--- src/rtl/spc_pkg.sv ---
package spc_pkg;

  typedef enum logic [2:0] {
    ST_RUN    = 3'd0,
    ST_IDLE   = 3'd1,
    ST_EMU    = 3'd2,
    ST_DEEP   = 3'd3,
    ST_DEEPER = 3'd4,
    ST_PWRUP  = 3'd5
  } spc_state_e;

  typedef enum logic [1:0] {
    MODE_IDLE   = 2'd0,
    MODE_EMU    = 2'd1,
    MODE_DEEP   = 2'd2,
    MODE_DEEPER = 2'd3
  } spc_mode_e;

  typedef struct packed {
    logic halt;
    logic pwr;
    logic prst;
    logic dbg;
    logic tmr;
  } spc_ctl_t;

  localparam int unsigned NUM_MODES = 4;

  function automatic spc_state_e spc_target(spc_mode_e m);
    case (m)
      MODE_IDLE:   return ST_IDLE;
      MODE_EMU:    return ST_EMU;
      MODE_DEEP:   return ST_DEEP;
      default:     return ST_DEEPER;
    endcase
  endfunction

  function automatic spc_ctl_t spc_decode(spc_state_e s);
    spc_ctl_t c;
    case (s)
      ST_RUN:    c = '{halt: 1'b0, pwr: 1'b1, prst: 1'b0, dbg: 1'b1, tmr: 1'b1};
      ST_IDLE:   c = '{halt: 1'b1, pwr: 1'b1, prst: 1'b0, dbg: 1'b1, tmr: 1'b1};
      ST_EMU:    c = '{halt: 1'b1, pwr: 1'b1, prst: 1'b1, dbg: 1'b1, tmr: 1'b1};
      ST_DEEP:   c = '{halt: 1'b1, pwr: 1'b0, prst: 1'b1, dbg: 1'b0, tmr: 1'b1};
      ST_DEEPER: c = '{halt: 1'b1, pwr: 1'b0, prst: 1'b1, dbg: 1'b0, tmr: 1'b0};
      default:   c = '{halt: 1'b1, pwr: 1'b1, prst: 1'b1, dbg: 1'b1, tmr: 1'b1};
    endcase
    return c;
  endfunction

endpackage

--- src/rtl/spc_wake_qual.sv ---
module spc_wake_qual #(
  parameter int unsigned NUM_EXT = 4
) (
  input  logic                                irq_pending,
  input  logic [NUM_EXT-1:0]                  ext_wake,
  input  logic                                tmr_wake,
  output logic [spc_pkg::NUM_MODES-1:0]       wake_by_mode
);
  import spc_pkg::*;

  logic any_ext;

  assign any_ext = |ext_wake;

  for (genvar m = 0; m < NUM_MODES; m++) begin : g_mode
    localparam spc_mode_e MODE = spc_mode_e'(m);
    if (MODE == MODE_IDLE) begin : g_idle
      assign wake_by_mode[m] = irq_pending;
    end else if (MODE == MODE_DEEPER) begin : g_deeper
      assign wake_by_mode[m] = any_ext;
    end else begin : g_timed
      assign wake_by_mode[m] = any_ext | tmr_wake;
    end
  end

endmodule

--- src/rtl/spc_seq_timer.sv ---
module spc_seq_timer #(
  parameter int unsigned RST_DLY = 4
) (
  input  logic clk,
  input  logic rst_n,
  input  logic clr,
  input  logic cnt_en,
  output logic done
);
  localparam int unsigned CW = (RST_DLY > 1) ? $clog2(RST_DLY) : 1;
  localparam logic [CW-1:0] LAST = CW'(RST_DLY - 1);

  logic [CW-1:0] cnt_q;
  logic [CW-1:0] cnt_d;
  logic          cnt_ld;

  always_comb begin
    cnt_ld = clr | cnt_en;
    if (clr) begin
      cnt_d = '0;
    end else begin
      cnt_d = cnt_q + CW'(1);
    end
  end

  always_ff @(posedge clk or negedge rst_n) begin
    if (!rst_n) begin
      cnt_q <= '0;
    end else if (cnt_ld) begin
      cnt_q <= cnt_d;
    end
  end

  assign done = (cnt_q == LAST);

endmodule

--- src/rtl/spc_fsm.sv ---
module spc_fsm (
  input  logic                          clk,
  input  logic                          rst_n,
  input  logic                          sleep_req,
  input  logic [1:0]                    sleep_mode,
  input  logic [spc_pkg::NUM_MODES-1:0] wake_by_mode,
  input  logic                          seq_done,
  output spc_pkg::spc_state_e           state_q,
  output spc_pkg::spc_state_e           state_d,
  output logic                          seq_clr,
  output logic                          seq_en
);
  import spc_pkg::*;

  spc_mode_e req_mode;
  logic      req_ok;

  assign req_mode = spc_mode_e'(sleep_mode);
  assign req_ok   = sleep_req & ~wake_by_mode[req_mode];

  always_comb begin
    state_d = state_q;
    case (state_q)
      ST_RUN:    if (req_ok)                   state_d = spc_target(req_mode);
      ST_IDLE:   if (wake_by_mode[MODE_IDLE])   state_d = ST_RUN;
      ST_EMU:    if (wake_by_mode[MODE_EMU])    state_d = ST_RUN;
      ST_DEEP:   if (wake_by_mode[MODE_DEEP])   state_d = ST_PWRUP;
      ST_DEEPER: if (wake_by_mode[MODE_DEEPER]) state_d = ST_PWRUP;
      ST_PWRUP:  if (seq_done)                  state_d = ST_RUN;
      default:                                  state_d = ST_RUN;
    endcase
  end

  always_ff @(posedge clk or negedge rst_n) begin
    if (!rst_n) begin
      state_q <= ST_RUN;
    end else begin
      state_q <= state_d;
    end
  end

  assign seq_clr = (state_d == ST_PWRUP) && (state_q != ST_PWRUP);
  assign seq_en  = (state_q == ST_PWRUP);

endmodule

--- src/rtl/spc_out_reg.sv ---
module spc_out_reg (
  input  logic                clk,
  input  logic                rst_n,
  input  spc_pkg::spc_state_e state_q,
  input  spc_pkg::spc_state_e state_d,
  output spc_pkg::spc_ctl_t   ctl_q
);
  import spc_pkg::*;

  logic     ld;
  spc_ctl_t ctl_d;

  assign ld    = (state_d != state_q);
  assign ctl_d = spc_decode(state_d);

  always_ff @(posedge clk or negedge rst_n) begin
    if (!rst_n) begin
      ctl_q <= spc_decode(ST_RUN);
    end else if (ld) begin
      ctl_q <= ctl_d;
    end
  end

endmodule

--- src/rtl/sleep_pwr_ctrl.sv ---
module sleep_pwr_ctrl #(
  parameter int unsigned NUM_EXT = 4,
  parameter int unsigned RST_DLY = 4
) (
  input  logic               clk,
  input  logic               rst_n,
  input  logic               sleep_req,
  input  logic [1:0]         sleep_mode,
  input  logic               irq_pending,
  input  logic [NUM_EXT-1:0] ext_wake,
  input  logic               tmr_wake,
  output logic               cpu_halt,
  output logic               core_pwr_en,
  output logic               periph_rst,
  output logic               debug_keep,
  output logic               sleep_tmr_en
);
  import spc_pkg::*;

  logic [NUM_MODES-1:0] wake_by_mode;
  spc_state_e           state_q;
  spc_state_e           state_d;
  logic                 seq_clr;
  logic                 seq_en;
  logic                 seq_done;
  spc_ctl_t             ctl_q;

  spc_wake_qual #(.NUM_EXT(NUM_EXT)) u_qual (
    .irq_pending  (irq_pending),
    .ext_wake     (ext_wake),
    .tmr_wake     (tmr_wake),
    .wake_by_mode (wake_by_mode)
  );

  spc_fsm u_fsm (
    .clk          (clk),
    .rst_n        (rst_n),
    .sleep_req    (sleep_req),
    .sleep_mode   (sleep_mode),
    .wake_by_mode (wake_by_mode),
    .seq_done     (seq_done),
    .state_q      (state_q),
    .state_d      (state_d),
    .seq_clr      (seq_clr),
    .seq_en       (seq_en)
  );

  spc_seq_timer #(.RST_DLY(RST_DLY)) u_seq (
    .clk    (clk),
    .rst_n  (rst_n),
    .clr    (seq_clr),
    .cnt_en (seq_en),
    .done   (seq_done)
  );

  spc_out_reg u_out (
    .clk     (clk),
    .rst_n   (rst_n),
    .state_q (state_q),
    .state_d (state_d),
    .ctl_q   (ctl_q)
  );

  assign cpu_halt     = ctl_q.halt;
  assign core_pwr_en  = ctl_q.pwr;
  assign periph_rst   = ctl_q.prst;
  assign debug_keep   = ctl_q.dbg;
  assign sleep_tmr_en = ctl_q.tmr;

endmodule

--- config.mk ---
export PLATFORM = sky130hd
export DESIGN_NAME = sleep_pwr_ctrl
export DESIGN_NICKNAME = d
export VERILOG_FILES = /design/src/rtl/spc_pkg.sv /design/src/rtl/spc_wake_qual.sv /design/src/rtl/spc_seq_timer.sv /design/src/rtl/spc_fsm.sv /design/src/rtl/spc_out_reg.sv /design/src/rtl/sleep_pwr_ctrl.sv
export SDC_FILE = /design/constraint.sdc
export NUM_CORES = 1
export LEC_CHECK = 0
export BUFFER_PORTS_ARGS = -buffer_cell sky130_fd_sc_hd__clkbuf_2
export CORE_ASPECT_RATIO = 0.8
export CORE_MARGIN = 2
export CORE_UTILIZATION = 30
export CTS_CLUSTER_SIZE = 8
export DETAILED_ROUTE_END_ITERATION = 10
export PLACE_DENSITY_LB_ADDON = 0.08
export SLEW_MARGIN = 20
export SYNTH_ARGS = -nofsm -noshare
export SYNTH_HDL_FRONTEND = slang
export SYNTH_SLANG_ARGS = --single-unit
--- constraint.sdc ---
create_clock -name clk -period 3.84 [get_ports clk]
set_clock_uncertainty 0.05 [all_clocks]
set_input_delay 0.768 -clock clk [delete_from_list [all_inputs] [get_ports clk]]
set_output_delay 0.768 -clock clk [all_outputs]
set_load 0.01 [all_outputs]
# Word level (Yosys, flattened, before mapping)
# Cells that the tools add are included.
[classes]
addsub = 1
n_lt_le_gt_ge = 1
n_eq_ne = 14
mux = 12
bitwise = 4
n_reduce_logical = 5
[ops]
columns = ["op", "count"]
rows = [
  ["case mux 5 bit (4 select lines)", 1],
  ["2-to-1 mux 3 bit", 6],
  ["case mux 3 bit (6 select lines)", 1],
  ["equality test 3 bit (second input constant)", 4],
  ["equality test 3 x 2 -> 1 bit (second input constant)", 3],
  ["case mux 3 bit (3 select lines)", 1],
  ["equality test 3 x 1 -> 1 bit (second input constant)", 2],
  ["zero test 3 bit", 2],
  ["equality test 2 bit (second input constant)", 2],
  ["OR reduction 4 bit", 1],
  ["less-than comparator 2 x 3 -> 1 bit (second input constant)", 1],
  ["inequality test 3 bit", 1],
  ["inequality test 3 bit (second input constant)", 1],
  ["adder 2 x 1 -> 2 bit (second input constant)", 1],
  ["binary-select mux 1 bit (select 2 bit)", 1],
  ["equality test 2 x 1 -> 1 bit (second input constant)", 1],
  ["zero test 2 bit", 1],
  ["2-to-1 mux 2 bit", 1],
  ["bitwise OR 1 bit", 2],
  ["bitwise AND 1 bit", 1],
  ["logical AND 1 bit", 1],
  ["2-to-1 mux 1 bit", 1],
  ["NOT 1 bit", 1],
]
[totals]
register_bits = 10
out_inout_bits = 5

# Logic depth before layout (Yosys ltp)
[depth]
word_depth = 11
depth_mapped = 8
ltp_nobuf = 8

# Modules after synthesis
# Synthesis repeated with hierarchy kept, for this count alone.
[unflattened]
cells_unflattened = 62
hier_area_um2 = 666.9
[modules_own_cells]
columns = ["module", "n_inst", "cells_per_inst", "area_per_inst_um2", "seq_area_each_um2"]
rows = [
  ["spc_fsm", 1, 30, 311.5, 75.1],
  ["spc_out_reg", 1, 20, 226.5, 102.6],
  ["spc_seq_timer", 1, 7, 88.8, 50.0],
  ["spc_wake_qual", 1, 5, 40.0, 0.0],
]

# Least setup slack after synthesis
# No wires, ideal clock.
[synth_timing]
kind = "input to register"
startpoint = "input ext_wake[1]"
endpoint = "register, netlist name u_out.ctl_q[4]"
setup_ns = 0.065
arrival_ns = 2.507
required_time_ns = 3.725
path_slack_ns = 1.218
cell_stages = 7
path_buffers = 1
cell_sequence = "or4_1 buf_2 a2111o_1 a211oi_2 nor2_2 a22oi_1 o221a_2"
[synth_via]
elab_chain_len = 10
elab_cells_between_ends = 17
[synth_rtl]
columns = ["item", "line", "source"]
rows = [
  ["start, declared", "sleep_pwr_ctrl.sv:10", "input logic [NUM_EXT-1:0] ext_wake,"],
  ["OR reduction 4 bit *", "spc_wake_qual.sv:13", "assign any_ext = |ext_wake;"],
  ["bitwise OR 1 bit", "spc_wake_qual.sv:22", "assign wake_by_mode[m] = any_ext | tmr_wake;"],
  ["binary-select mux 1 bit (select 2 bit)", "spc_fsm.sv:19", "assign req_ok = sleep_req & ~wake_by_mode[req_mode];"],
  ["2-to-1 mux 1 bit (implied by the code)", "spc_fsm.sv:19", ""],
  ["NOT 1 bit", "spc_fsm.sv:19", ""],
  ["bitwise AND 1 bit", "spc_fsm.sv:19", ""],
  ["2-to-1 mux 3 bit", "spc_fsm.sv:24", "ST_RUN: if (req_ok) state_d = spc_target(req_mode);"],
  ["case mux 3 bit (6 select lines) *", "spc_fsm.sv:23", "case (state_q)"],
  ["equality test 3 bit, or another cell as far along", "spc_pkg.sv:40", "case (s)"],
  ["case mux 5 bit (4 select lines)", "spc_pkg.sv:40", ""],
]
# Every way passes the cells marked *; elsewhere a longest branch is shown, timed or not. The select of a mux whose other input is x is not followed.
# A chain may end at the register's enable or synchronous reset.

# Worst setup path in the final report
[layout_timing]
startpoint = "input ext_wake[1]"
endpoint = "register, netlist name u_out.ctl_q[4]"
[layout_via]
elab_chain_len = 10
elab_cells_between_ends = 17
[layout_rtl]
columns = ["item", "line"]
rows = [
  ["OR reduction 4 bit *", "spc_wake_qual.sv:13"],
  ["bitwise OR 1 bit", "spc_wake_qual.sv:22"],
  ["binary-select mux 1 bit (select 2 bit)", "spc_fsm.sv:19"],
  ["2-to-1 mux 1 bit (implied by the code)", "spc_fsm.sv:19"],
  ["NOT 1 bit", "spc_fsm.sv:19"],
  ["bitwise AND 1 bit", "spc_fsm.sv:19"],
  ["2-to-1 mux 3 bit", "spc_fsm.sv:24"],
  ["case mux 3 bit (6 select lines) *", "spc_fsm.sv:23"],
  ["equality test 3 bit, or another cell as far along", "spc_pkg.sv:40"],
  ["case mux 5 bit (4 select lines)", "spc_pkg.sv:40"],
]
# Marked as above.

==> results list <==
* Synthesized-area fraction occupied by adder cells: 6.98%
- The die is 47.7 microns tall.
- For this design, the sink count on the clock tree is 9.
- Die boundary width: 58.7 microns
- The portion of synthesized area spent on multiplexers is 0%.
* Number of buffers inserted by port buffering: 15
- Maximum vdd ir drop: 0.286 mV
* GRT Max-Usage Layer: met1
* Largest cells by area after synthesis: dfrtp_1 24%, dfstp_2 7.3%, ha_1 7.0%
- The die covers 0.00280 sq mm.
* Worst-skew pair later-pin latency: 0.26 ns
- In the global route stage, met3 resource usage came out at 4.86%.
* Tmin final: 2.53 ns
* Leading cell type by number of instances after synthesis: nand2_1
- Arrival time reported for the critical path endpoint: 2.69 ns
- DR vias/cell: 5.28
* Layout Nets: 114
* Combinational family with the most area after synthesis: compound AO/OA/AOI/OAI gates
- Diodes inserted: 0
- Met2 global-route usage: 18.2%
- Data on the critical path is required at its endpoint by 4.00 ns.
- Post-CTS timing repair inserted 0 buffers for setup.
- Power density over cell area: 579 mW/mm^2
* Portion of the post-synthesis area used by sequential elements: 31.8%
- TritonCTS built the clock tree.
- In this run, post-CTS repair resized a total of 0 instances.
* Standard-cell row count: 15
- Total Wirelength: 1.65 mm
- The detail route stage leaves a number of antenna-violating nets equal to 0.
- Relative to the synthesized area, the layout overhead comes to 15.7%.
- Average routed wire per standard cell: 13.4 microns
- In this run, distinct cell masters in the synthesized netlist total 42.
- The final reports fail on design-rule violations.
- Initial DRT Pass Iterations: 7
- Detailed Route Iter0 Violations: 12
- The cell sitting at the root of the clock tree is a clkbuf_4.
* Core area: 0.00221 sq mm
- Overall overflow remaining after global route: 0
- GRT Total Usage: 13.0%
- Synthesized-area fraction occupied by xor and xnor cells: 0%
- Kind of end point of the critical path: flip-flop
* Wire length of the first global-routing pass: 2.66 mm
- Leakage power total: 0.403 nW
* Share of layout cells above drive strength 1: 31.6%
- Clock-pin slew was measured on the worst setup and hold paths at 0.06 ns.
- After filler insertion, the fill cell instance count of the layout stands at 238.
- By count the netlist is led by 10 x nand2_1, 7 x dfrtp_1, 7 x inv_1.
* Min-Delay Path Class: primary input to async pin
- Summed over all nets, the half-perimeter wirelength after detailed placement is 1.28 mm.
* Synthesized-area fraction occupied by ao, oa, aoi and oai cells: 29.3%
- Setup violations remaining at the end of the flow were counted as 0.
- In this run the tightest slew margin relative to its limit is 62.9%.
- Kind of start point of the critical path: primary input
* Synthesized Nets: 97
- Post-synthesis cell count: 82
- Final Max Slew Viols: 0
- Buffers inserted to repair hold after CTS numbered 0.
* Final period util: 65.9%
- Area share of the leading cell type in the synthesized netlist: 24.4%
- The synthesized netlist devotes 24.8% of its cell area to simple gates.
- TritonCTS buffer count: 3
* Total instance count after detailed placement: 119
* Synthesized cell area: 717 sq um
* Most instantiated flip-flop cell in the synthesis netlist: dfrtp_1
- Average cell area after synthesis: 8.74 sq um
* Worst-path cell with the longest stage delay: or4_1
- Number of enable-type register cells in the synthesized netlist: 0
- Setup repair after global routing left no endpoint under its margin.
* Maximum number of pins on one net before global-route repair: 14
- Global routing met1 resource utilization: 19.0%
- The setup path with the least slack is of type primary input to flip-flop.
* Top Ports: 16
* Register bit total from synthesis: 9
* Initial Utilization: 32.4%
- The count of cells in the finished layout, fillers not included, comes to 123.
- Max Root-Sink Buffers: 2
- Along the worst path, the maximum fanout reaches 7.
* Vias in the first global route: 572
- Across all layers, the routed design uses 650 vias.
- For the pin with the worst max-slew slack, the measured transition is 0.550 ns.
* Final-layout setup total negative slack: 0 ns
* Antenna violations before repair: 0
* DRC Markers: 1
* Number of warnings printed during yosys synthesis: 0
* Gpl congestion: 0.774
- Top achievable clock speed: 395 MHz
- H-tree level count: 1
- The signal on the critical path passes through clkbuf_2 -> or4_1 -> a2111o_1 -> a211oi_2 -> nor2_2 -> a22oi_1 -> o221a_2.
- The tool flagged a number of max-cap violations equal to 0.
- Counting flops with an async set or reset pin after synthesis yields a share of 100%.
- Crit path largest cell delay: 0.62 ns
- The flow ran to the end, but the final reports show violations.
* Dominant cell type by area after synthesis: dfrtp_1
- The number of hold violations in the final report was 0.
[registers in the layout (all words and copies together), names as in the netlist]
name,flops
u_seq.cnt_q,2
u_fsm.state_q,3
u_out.ctl_q,4
[worst paths after layout]
kind,slack [ns],start,to,cells past startpoint
setup / recovery,1.31,ext_wake[1],u_out.ctl_q[4],7
hold / removal,0.29,rst_n,u_out.ctl_q[2],1
setup reg to reg,1.39,u_fsm.state_q[0],u_out.ctl_q[4],6
hold reg to reg,0.46,u_seq.cnt_q[0],u_seq.cnt_q[0],1
max in group asynchronous,3.19,rst_n,u_out.ctl_q[1],1
min in group clk,0.46,u_seq.cnt_q[0],u_seq.cnt_q[0],1
[metal layers]
| metal | part of all wire [%] | wire (microns) |
|---|---|---|
| met5 | 0 | 0 |
| met3 | 4.7 | 78 |
| met1 | 55 | 902 |
| met4 | 0 | 0 |
| met2 | 40 | 667 |
[cells in the final DEF (no fill, tap or decap), types with 2 or more instances in the layout]
| master | netlist | routed |
|---|---|---|
| o211ai_1 | 2 | 2 |
| nand2_1 | 10 | 10 |
| o21ai_0 | 6 | 6 |
| dfstp_2 | 2 | 2 |
| clkbuf_4 | 0 | 3 |
| dfrtp_1 | 7 | 7 |
| a22oi_1 | 3 | 3 |
| nor2_1 | 6 | 6 |
| nor4b_1 | 2 | 2 |
| ha_1 | 4 | 4 |
| inv_1 | 7 | 7 |
| clkbuf_2 | 0 | 15 |
[logic make-up (layout without fill, tap and decap cells)]
kind of cell,Yosys count,after routing
simple gates,31,31
compound gates,27,27
buf+inv,11,27
flops,9,9
fa+ha+maj,4,4
[through the flow]
step                power [mW]  utilization, %  cell area [sq um]  hold slack (ns)  setup slack [ns]
floorplan                0.349               -                717            0.414              1.22
global placement         0.411            36.3                803            0.467              1.06
detailed placement       0.404            36.3                803            0.444              1.04
CTS                      0.483            37.5                830            0.299              1.32
global route             0.526            37.5                830            0.302              1.19
finish                   0.480            37.5                830            0.295              1.31
[critical path, delay by kind of cell]
family | cells | cell delay [ns]
compound gates | 4 | 1.10
buf+inv | 1 | 0.07
simple gates | 2 | 0.75
[report_power, final]
group / internal [mW] / leakage (nW) / total (mW) / switching [mW]
registers: 0.133 / 0.111 / 0.176 / 0.0434
clock network: 0.0401 / 0.0150 / 0.0746 / 0.0345
logic: 0.108 / 0.277 / 0.230 / 0.122
[layout make-up]
type	instances	area [sq um]	area share, %
sequential	9	228	27.5
tap	25	31.3	3.77
inverter	8	31.3	3.77
timing repair buffer	15	75.1	9.05
multi-input combinational	62	438	52.8
clock buffer	4	26.3	3.17
Note: power is estimated with default switching activity, not from simulation.
